--- config.mk ---
export PLATFORM = sky130hd
export DESIGN_NAME = bs_hdr_probe
export DESIGN_NICKNAME = d
export VERILOG_FILES = /design/src/rtl/bs_hdr_pkg.sv /design/src/rtl/bs_hdr_count.sv /design/src/rtl/bs_hdr_magic.sv /design/src/rtl/bs_hdr_ratio.sv /design/src/rtl/bs_hdr_probe.sv
export SDC_FILE = /design/constraint.sdc
export NUM_CORES = 1
export LEC_CHECK = 0
export BUFFER_PORTS_ARGS = -buffer_cell sky130_fd_sc_hd__buf_2
export CAP_MARGIN = 20
export CORE_AREA = 2 2 98 100
export DETAILED_ROUTE_END_ITERATION = 8
export DIE_AREA = 0 0 100 102
export PLACE_DENSITY = 0.69
export SLEW_MARGIN = 20
export SYNTH_ARGS = -nofsm -noshare
export SYNTH_HDL_FRONTEND = slang
export SYNTH_SLANG_ARGS = --single-unit
--- constraint.sdc ---
create_clock -name clk_i -period 4.2 [get_ports clk_i]
set_input_delay 0.21 -clock clk_i [delete_from_list [all_inputs] [get_ports clk_i]]
set_output_delay 0.21 -clock clk_i [all_outputs]
set_load 0.03 [all_outputs]
--- src/rtl/bs_hdr_pkg.sv ---
package bs_hdr_pkg;
  typedef enum logic [1:0] {SEC_NONE = 2'd0, SEC_CLEAR = 2'd1, SEC_CIPHER = 2'd2} sec_e;
  typedef enum logic [1:0] {SECT_UNK = 2'd0, SECT_PERI = 2'd1, SECT_CORE = 2'd2} sect_e;
endpackage

--- src/rtl/bs_hdr_count.sv ---
module bs_hdr_count #(
  parameter int unsigned LIMIT = 230,
  parameter int unsigned CW    = 8
) (
  input  logic          clk_i,
  input  logic          rst_ni,
  input  logic          beat_i,
  input  logic          last_i,
  output logic [CW-1:0] idx_o
);
  localparam logic [CW-1:0] SAT = CW'(LIMIT);

  always_ff @(posedge clk_i or negedge rst_ni) begin
    if (!rst_ni)          idx_o <= '0;
    else if (beat_i) begin
      if (last_i)         idx_o <= '0;
      else if (idx_o != SAT) idx_o <= idx_o + 1'b1;
    end
  end
endmodule

--- src/rtl/bs_hdr_magic.sv ---
module bs_hdr_magic
  import bs_hdr_pkg::*;
#(
  parameter int unsigned   NW        = 3,
  parameter int unsigned   DW        = 32,
  parameter logic [15:0]   MAGIC_CLR = 16'h62f1,
  parameter logic [15:0]   MAGIC_ENC = 16'h62f2,
  parameter logic [15:0]   ID_PERI   = 16'h0a11,
  parameter logic [15:0]   ID_CORE   = 16'h0c22
) (
  input  logic [NW*DW-1:0] hdr_i,
  output sec_e             sec_o,
  output sect_e            sect_o
);
  localparam int unsigned HW  = DW / 2;
  localparam int unsigned NHW = 2 * NW;

  logic [HW-1:0] hw [NHW];
  for (genvar j = 0; j < NHW; j++) begin : g_hw
    assign hw[j] = hdr_i[j*HW +: HW];
  end

  function automatic sect_e kind(input logic [HW-1:0] h);
    if (h == ID_PERI)      return SECT_PERI;
    else if (h == ID_CORE) return SECT_CORE;
    else                   return SECT_UNK;
  endfunction

  logic [2:0] base;
  logic       hit;
  sect_e      near, far;

  always_comb begin
    hit  = 1'b1;
    base = 3'd0;
    sec_o = SEC_NONE;
    if      (hw[0] == MAGIC_CLR) sec_o = SEC_CLEAR;
    else if (hw[0] == MAGIC_ENC) sec_o = SEC_CIPHER;
    else if (hw[2] == MAGIC_CLR) begin sec_o = SEC_CLEAR;  base = 3'd2; end
    else if (hw[2] == MAGIC_ENC) begin sec_o = SEC_CIPHER; base = 3'd2; end
    else hit = 1'b0;
    near = kind(hw[base + 3'd1]);
    far  = kind(hw[base + 3'd2]);
    if (!hit)                sect_o = SECT_UNK;
    else if (near != SECT_UNK) sect_o = near;
    else                     sect_o = far;
  end
endmodule

--- src/rtl/bs_hdr_ratio.sv ---
module bs_hdr_ratio (
  input  logic       enc_i,
  input  logic       cmp_i,
  input  logic       wide_i,
  output logic [1:0] ratio_o
);
  // 0=x1 1=x2 2=x4 3=x8; 32-bit width doubles any non-unity ratio
  always_comb begin
    if (!enc_i && !cmp_i) ratio_o = 2'd0;
    else                  ratio_o = (cmp_i ? 2'd2 : 2'd1) + {1'b0, wide_i};
  end
endmodule

--- src/rtl/bs_hdr_probe.sv ---
module bs_hdr_probe
  import bs_hdr_pkg::*;
#(
  parameter int unsigned DW        = 32,
  parameter int unsigned ENC_IDX   = 69,
  parameter int unsigned CMP_IDX   = 229,
  parameter int unsigned ENC_LSB   = 2,
  parameter int unsigned CMP_BIT   = 1,
  parameter logic [15:0] MAGIC_CLR = 16'h62f1,
  parameter logic [15:0] MAGIC_ENC = 16'h62f2,
  parameter logic [15:0] ID_PERI   = 16'h0a11,
  parameter logic [15:0] ID_CORE   = 16'h0c22
) (
  input  logic          clk_i,
  input  logic          rst_ni,
  input  logic          wide_i,
  input  logic          in_valid_i,
  input  logic [DW-1:0] in_data_i,
  input  logic          in_last_i,
  output logic          in_ready_o,
  input  logic          dn_ready_i,
  output logic          done_o,
  output logic          err_o,
  output logic [1:0]    ratio_o,
  output logic          wide_o,
  output logic          encrypt_o,
  output logic          compress_o,
  output logic [1:0]    sec_o,
  output logic [1:0]    sect_o
);
  localparam int unsigned HDR_WORDS = CMP_IDX + 1;
  localparam int unsigned CW        = $clog2(HDR_WORDS + 1);
  localparam int unsigned NW        = 3;

  logic          beat;
  logic [CW-1:0] idx;
  logic [NW*DW-1:0] hdr_q;
  logic          enc_q;
  logic          cmp_w;
  logic [1:0]    ratio_w;
  sec_e          sec_w;
  sect_e         sect_w;

  assign in_ready_o = dn_ready_i;
  assign beat       = in_valid_i & dn_ready_i;

  bs_hdr_count #(.LIMIT(HDR_WORDS), .CW(CW)) u_count (
    .clk_i (clk_i), .rst_ni(rst_ni), .beat_i(beat), .last_i(in_last_i), .idx_o(idx)
  );

  for (genvar k = 0; k < NW; k++) begin : g_hdr
    always_ff @(posedge clk_i or negedge rst_ni) begin
      if (!rst_ni)                        hdr_q[k*DW +: DW] <= '0;
      else if (beat && idx == CW'(k))     hdr_q[k*DW +: DW] <= in_data_i;
    end
  end

  always_ff @(posedge clk_i or negedge rst_ni) begin
    if (!rst_ni)                          enc_q <= 1'b0;
    else if (beat && idx == CW'(ENC_IDX)) enc_q <= |in_data_i[ENC_LSB +: 2];
  end

  assign cmp_w = ~in_data_i[CMP_BIT];

  bs_hdr_ratio u_ratio (.enc_i(enc_q), .cmp_i(cmp_w), .wide_i(wide_i), .ratio_o(ratio_w));

  bs_hdr_magic #(
    .NW(NW), .DW(DW), .MAGIC_CLR(MAGIC_CLR), .MAGIC_ENC(MAGIC_ENC),
    .ID_PERI(ID_PERI), .ID_CORE(ID_CORE)
  ) u_magic (.hdr_i(hdr_q), .sec_o(sec_w), .sect_o(sect_w));

  logic fin;
  assign fin = beat && idx == CW'(CMP_IDX);

  always_ff @(posedge clk_i or negedge rst_ni) begin
    if (!rst_ni) begin
      done_o <= 1'b0; err_o <= 1'b0; ratio_o <= '0; wide_o <= 1'b0;
      encrypt_o <= 1'b0; compress_o <= 1'b0; sec_o <= '0; sect_o <= '0;
    end else begin
      done_o <= fin;
      err_o  <= beat && in_last_i && (idx < CW'(CMP_IDX));
      if (fin) begin
        ratio_o    <= ratio_w;
        wide_o     <= wide_i;
        encrypt_o  <= enc_q;
        compress_o <= cmp_w;
        sec_o      <= sec_w;
        sect_o     <= sect_w;
      end
    end
  end
endmodule

Word level (Yosys, flattened, before mapping)
Cells that the tools add are included.
- register bits: 116
- bits of input ports: 38
- logic and storage cells: 79
- bitwise operators: 4
- equal/unequal tests: 13
- $add $sub $neg: 4
- order comparisons: 3
- reduce and logical (&&, ||, !) cells: 14
- multiplexer cells: 28
- operators with widths (kind ; count):
    16-bit binary-select mux with 3-bit select ; 2
    16-bit by 12-bit == test with 1-bit output, second input constant ; 4
    16-bit by 15-bit == test with 1-bit output, second input constant ; 4
    16-bit two-way mux ; 4
    2-bit two-way mux ; 13
    8-bit two-way mux ; 2
    3-bit two-way mux ; 3
    8-bit by 1-bit adder with 8-bit output, second input constant ; 1
    8-bit by 1-bit == test with 1-bit output, second input constant ; 1
    8-bit by 2-bit == test with 1-bit output, second input constant ; 1
    8-bit by 7-bit == test with 1-bit output, second input constant ; 1
    8-bit == test, second input constant ; 1
    4-bit greater-or-equal comparator, second input constant ; 2
    1-bit logical AND ; 8
    8-bit zero test ; 1
    8-bit less-than comparator, second input constant ; 1
    8-bit != test, second input constant ; 1
    3-bit NOT with 4-bit output ; 2
    1-bit two-way mux ; 4
    2-bit nonzero test ; 2
    3-bit by 1-bit adder with 3-bit output, second input constant ; 1
    3-bit by 2-bit adder with 3-bit output, second input constant ; 1
    2-bit by 1-bit adder with 2-bit output ; 1
    2-bit AND reduction ; 1
    other kinds (4) ; 4

Logic depth before layout (Yosys ltp)
- word-level depth: 16
- depth in mapped cells: 9
- gate-level depth less buffers: 8

Hierarchy
Synthesis repeated with hierarchy kept, for this count alone.
- cells, all modules: 372
- area, all modules: 5172.5 µm²
- by module, submodules not included (module ; seq. area each (µm²) ; cells each ; area an instance (µm²) ; times used):
    bs_hdr_probe ; 2702.6 ; 244 ; 4093.9 ; 1
    bs_hdr_count ; 200.2 ; 50 ; 526.8 ; 1
    bs_hdr_magic ; 0.0 ; 73 ; 511.7 ; 1
    bs_hdr_ratio ; 0.0 ; 5 ; 40.0 ; 1

Worst setup path after synthesis
No wires, ideal clock.
- path kind: register -> register
- from: reg u_count.idx_o[1]
- to: reg hdr_q[63]
- data required time: 4.075 ns
- path slack: 2.277 ns
- arrival: 1.798 ns
- stages on the path, launching flop included: 8
- library setup time: 0.125 ns
- period minus slack after synthesis: 1.923 ns
- cells stage by stage: dfrtp_1 > inv_1 > ha_1 > nand3_1 > or4_1 > clkbuf_2 > clkbuf_8 > mux2_4
- word-level cells in the longest chain between the ends: 2
- ends and longest elaborated chain (what ; line ; RTL):
    start, declared ; bs_hdr_count.sv:9 ; output logic [CW-1:0] idx_o
    start signal, assigned ; bs_hdr_count.sv:17 ; else if (idx_o != SAT) idx_o <= idx_o + 1'b1;
    8-bit by 1-bit == test with 1-bit output ; bs_hdr_probe.sv:54 ; else if (beat && idx == CW'(k)) hdr_q[k*DW +: DW] <= in_data_i;
    1-bit logical AND ; bs_hdr_probe.sv:54 ;
    end signal, assigned by index ; bs_hdr_probe.sv:54 ;
    end, declared ; bs_hdr_probe.sv:37 ; logic [NW*DW-1:0] hdr_q;
No other way between the ends.
A chain may end at the register's enable or synchronous reset.

Worst setup path after layout
- from: reg u_count.idx_o[1]
- to: reg sect_o[1]
- word-level cells in the longest chain between the ends: 2
- ends and longest elaborated chain (what ; line ; RTL):
    8-bit == test ; bs_hdr_probe.sv:73 ; assign fin = beat && idx == CW'(CMP_IDX);
    1-bit logical AND ; bs_hdr_probe.sv:73 ;
    end signal, assigned ; bs_hdr_probe.sv:88 ; sect_o <= sect_w;
    end, declared ; bs_hdr_probe.sv:29 ; output logic [1:0] sect_o
No other way between the ends.

==> impl_metrics.toml <==
[worst_hold_path]
hold_depth = 2
hp-class = "in -> reg"
min_to = "u_count.idx_o[4]$_DFFE_PN0P_"
min_from = "in_last_i"

[placed_design]
hpwl_microns = 5990
dp_cells = 497
pre_cts_slack_ns = 2.08
portBuffers = 49
gp_congestion = 0.799

[synthesis]
synthCells = 346
synth-main-ff-cell = "dfrtp_1"
yosysWarnings = 0
ys_ff_latch = 100
ys_types = 47
avgSynthCellArea_sq_um = 12.9
yosysSeqAreaShare_pct = 55.9
synth_edf_count = 0
async_flop_share_pct = 100
netlist_area_sq_um = 4480
yosysTopAreaCell = "dfrtp_1"
synth_nets = 390
synthTopCellsByArea = "dfrtp_1 (56%), mux2_2 (20%), o21ai_0 (1.8%)"
synth_top_cell_area_share_pct = 55.9

[timing]
period_minus_slack_ns = 2.15
whs_ns = 0.0367
rsz0062_at_grt = "false"
finClkSkew_ns = 0.0146
slew_headroom_pct = 47.5
setup_violations = 0
fmax_mhz = 466
tightestPinTransition_ns = 0.786
tns_ns = 0
drv_slew = 0
layout_setup_ws_ns = 2.05
hold_viol = 0
fin_crit_sh_pct = 51.1

[clock_network]
clockRootBuffer = "clkbuf_8"
clk_pin_slew_ns = 0.10
cts_made_buffers = 9
cts_resized = 0
cts_hold_buf = 1
cts_sinks = 100
cts_buffer_depth = 2
cts_setup_buffers = 0
htree_levels = 3
insertion_delay_ns = 0.37
cts_tree = "yes"

[cells_and_area]
nets = 442
syn_to_final_growth_pct = 12.0
seqCellArea_sq_um = 2500
drive_above_1_share_pct = 37.7
multiInputGateArea_sq_um = 1870
fillers = 776
fin_cells = 514
utilization_pct = 55.1
diodes = 0

[floorplan]
dieWidth_microns = 100
initial_utilization_pct = 49.2
die_h_microns = 102
fp.dieArea_sq_um = 10200
boundaryPins = 50
rows = 35
coreArea_sq_um = 9110

[critical_path]
r2r_end = "sect_o[1]$_DFFE_PN0P_"
reg2reg_slack_ns = 2.05
crit_path_top_delay_cell = "or2_1"
r2r_cells = 7
path_cells = "inv_1 -> ha_1 -> nand3_1 -> or2_1 -> nor3_1 -> o221ai_1 -> o31ai_1"
worstReg2RegStart = "u_count.idx_o[1]$_DFFE_PN0P_"
cp_num_cells = 7
end_kind = "flop"
crit_type = "reg -> reg"
path_delay_family = "simple AND/OR/NAND/NOR gates"
critPathMaxStageDelay_ns = 0.48
critPathBufInv = 1
arrival_ns = 2.41
cp-start-kind = "flop"
required_ns = 4.46
cp_max_fo = 19

[power]
leakage_nw = 2.34
intPower_w = 0.00203
switching_power_w = 0.000807
power_frac_comb_pct = 22.4
clkPwrFrac_pct = 21.8
ir_drop_v = 0.000252
swShare_pct = 28.4
p_seq_share_pct = 55.8
p_per_area_nw_per_um2 = 566

[route]
drc = 0
drt_first_pass_iters = 4
drt-vias-per-instance = 5.51
wl_per_cell_microns = 16.3
num_vias = 2831
wl_microns = 8360
drtIter0Drc = 106
antenna_left = 0

[global_routing]
grt_max_degree = 63
grt-ovfl-total = 0
antenna_found_initial = 0
grt_pass1_wl_microns = 14400
grt_use_total_pct = 18.1
grt_pass1_vias = 2892

[outcome]
outcome = "finished clean"

[flow_run]
drv_cap = 0
==> power groups by stage <==
stage	registers, W	clock network [W]	logic, W
floorplan	0.00151	0	0.000526
global placement	0.00158	0	0.000619
detailed placement	0.00160	0	0.000644
CTS	0.00158	0.000639	0.000647
global route	0.00164	0.000675	0.000708
finish	0.00158	0.000620	0.000636
==> synthesized netlist by cell type, types with 2 or more instances <==
master / instances
dfrtp_1: 100
mux2_2: 80
nand2_1: 16
o21ai_0: 16
nor2_1: 15
inv_1: 8
nand3_1: 8
nor2b_1: 7
nor3_1: 7
nor4_1: 7
nor4bb_1: 7
ha_1: 6
buf_2: 5
nand4b_1: 4
nor4b_1: 4
o31ai_1: 4
a21oi_1: 3
and2_1: 3
and3_1: 3
nand2b_1: 3
nand4_1: 3
or4_1: 3
xnor2_1: 3
xor2_1: 3
a31oi_1: 2
and4_1: 2
buf_6: 2
clkbuf_1: 2
o221ai_1: 2
==> worst register-to-register path, stage by stage, from the launching register on <==
cell,delay (ns)
dfrtp_1,0.42
inv_1,0.16
ha_1,0.18
nand3_1,0.13
or2_1,0.48
nor3_1,0.31
o221ai_1,0.15
o31ai_1,0.23
==> cells in the final DEF, fill, tap and decap left out, types with 2 or more instances in the layout <==
| master | count |
|---|---|
| a21oi_1 | 3 |
| a31oi_1 | 2 |
| and2_1 | 3 |
| and3_1 | 3 |
| and4_1 | 2 |
| buf_2 | 48 |
| buf_4 | 4 |
| clkbuf_8 | 10 |
| dfrtp_1 | 100 |
| ha_1 | 6 |
| inv_1 | 8 |
| mux2_2 | 80 |
| nand2_1 | 16 |
| nand2b_1 | 3 |
| nand3_1 | 8 |
| nand4_1 | 3 |
| nand4b_1 | 4 |
| nor2_1 | 15 |
| nor2b_1 | 7 |
| nor3_1 | 7 |
| nor4_1 | 7 |
| nor4b_1 | 4 |
| nor4bb_1 | 7 |
| o21ai_0 | 16 |
| o221ai_1 | 2 |
| o31ai_1 | 4 |
| or4_1 | 3 |
| xnor2_1 | 3 |
| xor2_1 | 3 |
==> sequential cells by signal, indices dropped and copies added, names as in the netlist <==
name / cells
sec_o: 2
compress_o: 1
ratio_o: 2
wide_o: 1
done_o: 1
u_count.idx_o: 8
err_o: 1
encrypt_o: 1
enc_q: 1
sect_o: 2
hdr_q: 80
==> stage by stage <==
stage                     area (sq um)  total power, W
after floorplan                   4480         0.00204
after global placement            4810         0.00220
after detailed placement          4810         0.00225
after CTS                         5020         0.00287
after global routing              5020         0.00303
final                             5020         0.00284
==> cells by family (layout without fill, tap and decap cells) <==
| group | Yosys count | in the layout | share of synthesized area, % |
|---|---|---|---|
| flip-flops | 100 | 100 | 55.9 |
| AND/OR/NAND/NOR | 100 | 100 | 13.7 |
| multiplexers | 81 | 81 | 20.4 |
| AO/OA/AOI/OAI | 33 | 33 | 4.64 |
| buffers and inverters | 20 | 77 | 2.49 |
| adder cells (fa/ha/maj) | 6 | 6 | 1.68 |
| XOR/XNOR | 6 | 6 | 1.17 |
==> worst max path at each step <==
stage	from	end	slack, ns
3_5_place_dp	u_count.idx_o[1]$_DFFE_PN0P_	sect_o[1]$_DFFE_PN0P_	2.08
6_report	u_count.idx_o[1]$_DFFE_PN0P_	sect_o[1]$_DFFE_PN0P_	2.05
3_3_place_gp	u_count.idx_o[4]$_DFFE_PN0P_	hdr_q[65]$_DFFE_PN0P_	2.13
5_1_grt	u_count.idx_o[1]$_DFFE_PN0P_	sect_o[1]$_DFFE_PN0P_	1.83
4_1_cts	u_count.idx_o[1]$_DFFE_PN0P_	sect_o[1]$_DFFE_PN0P_	2.06
2_1_floorplan	u_count.idx_o[1]$_DFFE_PN0P_	hdr_q[63]$_DFFE_PN0P_	2.28
==> cell type report <==
| type | instances | share of cell area (%) |
|---|---|---|
| clock inverters | 5 | 1.20 |
| repair buffers | 53 | 5.58 |
| flip-flops and latches | 100 | 49.9 |
| multi-input cells | 226 | 37.2 |
| inverters | 8 | 0.598 |
| well taps | 111 | 2.77 |
| clock buffers | 11 | 2.82 |
==> routing by layer <==
layer	up-vias	global-route usage, %	wire length (microns)
met5	-	0	0
met4	0	6.32	139
met3	11	3.69	273
met2	47	28.8	3910
met1	1405	25.1	4040
li1	1368	-	-
Power figures use the tool's default switching activity.
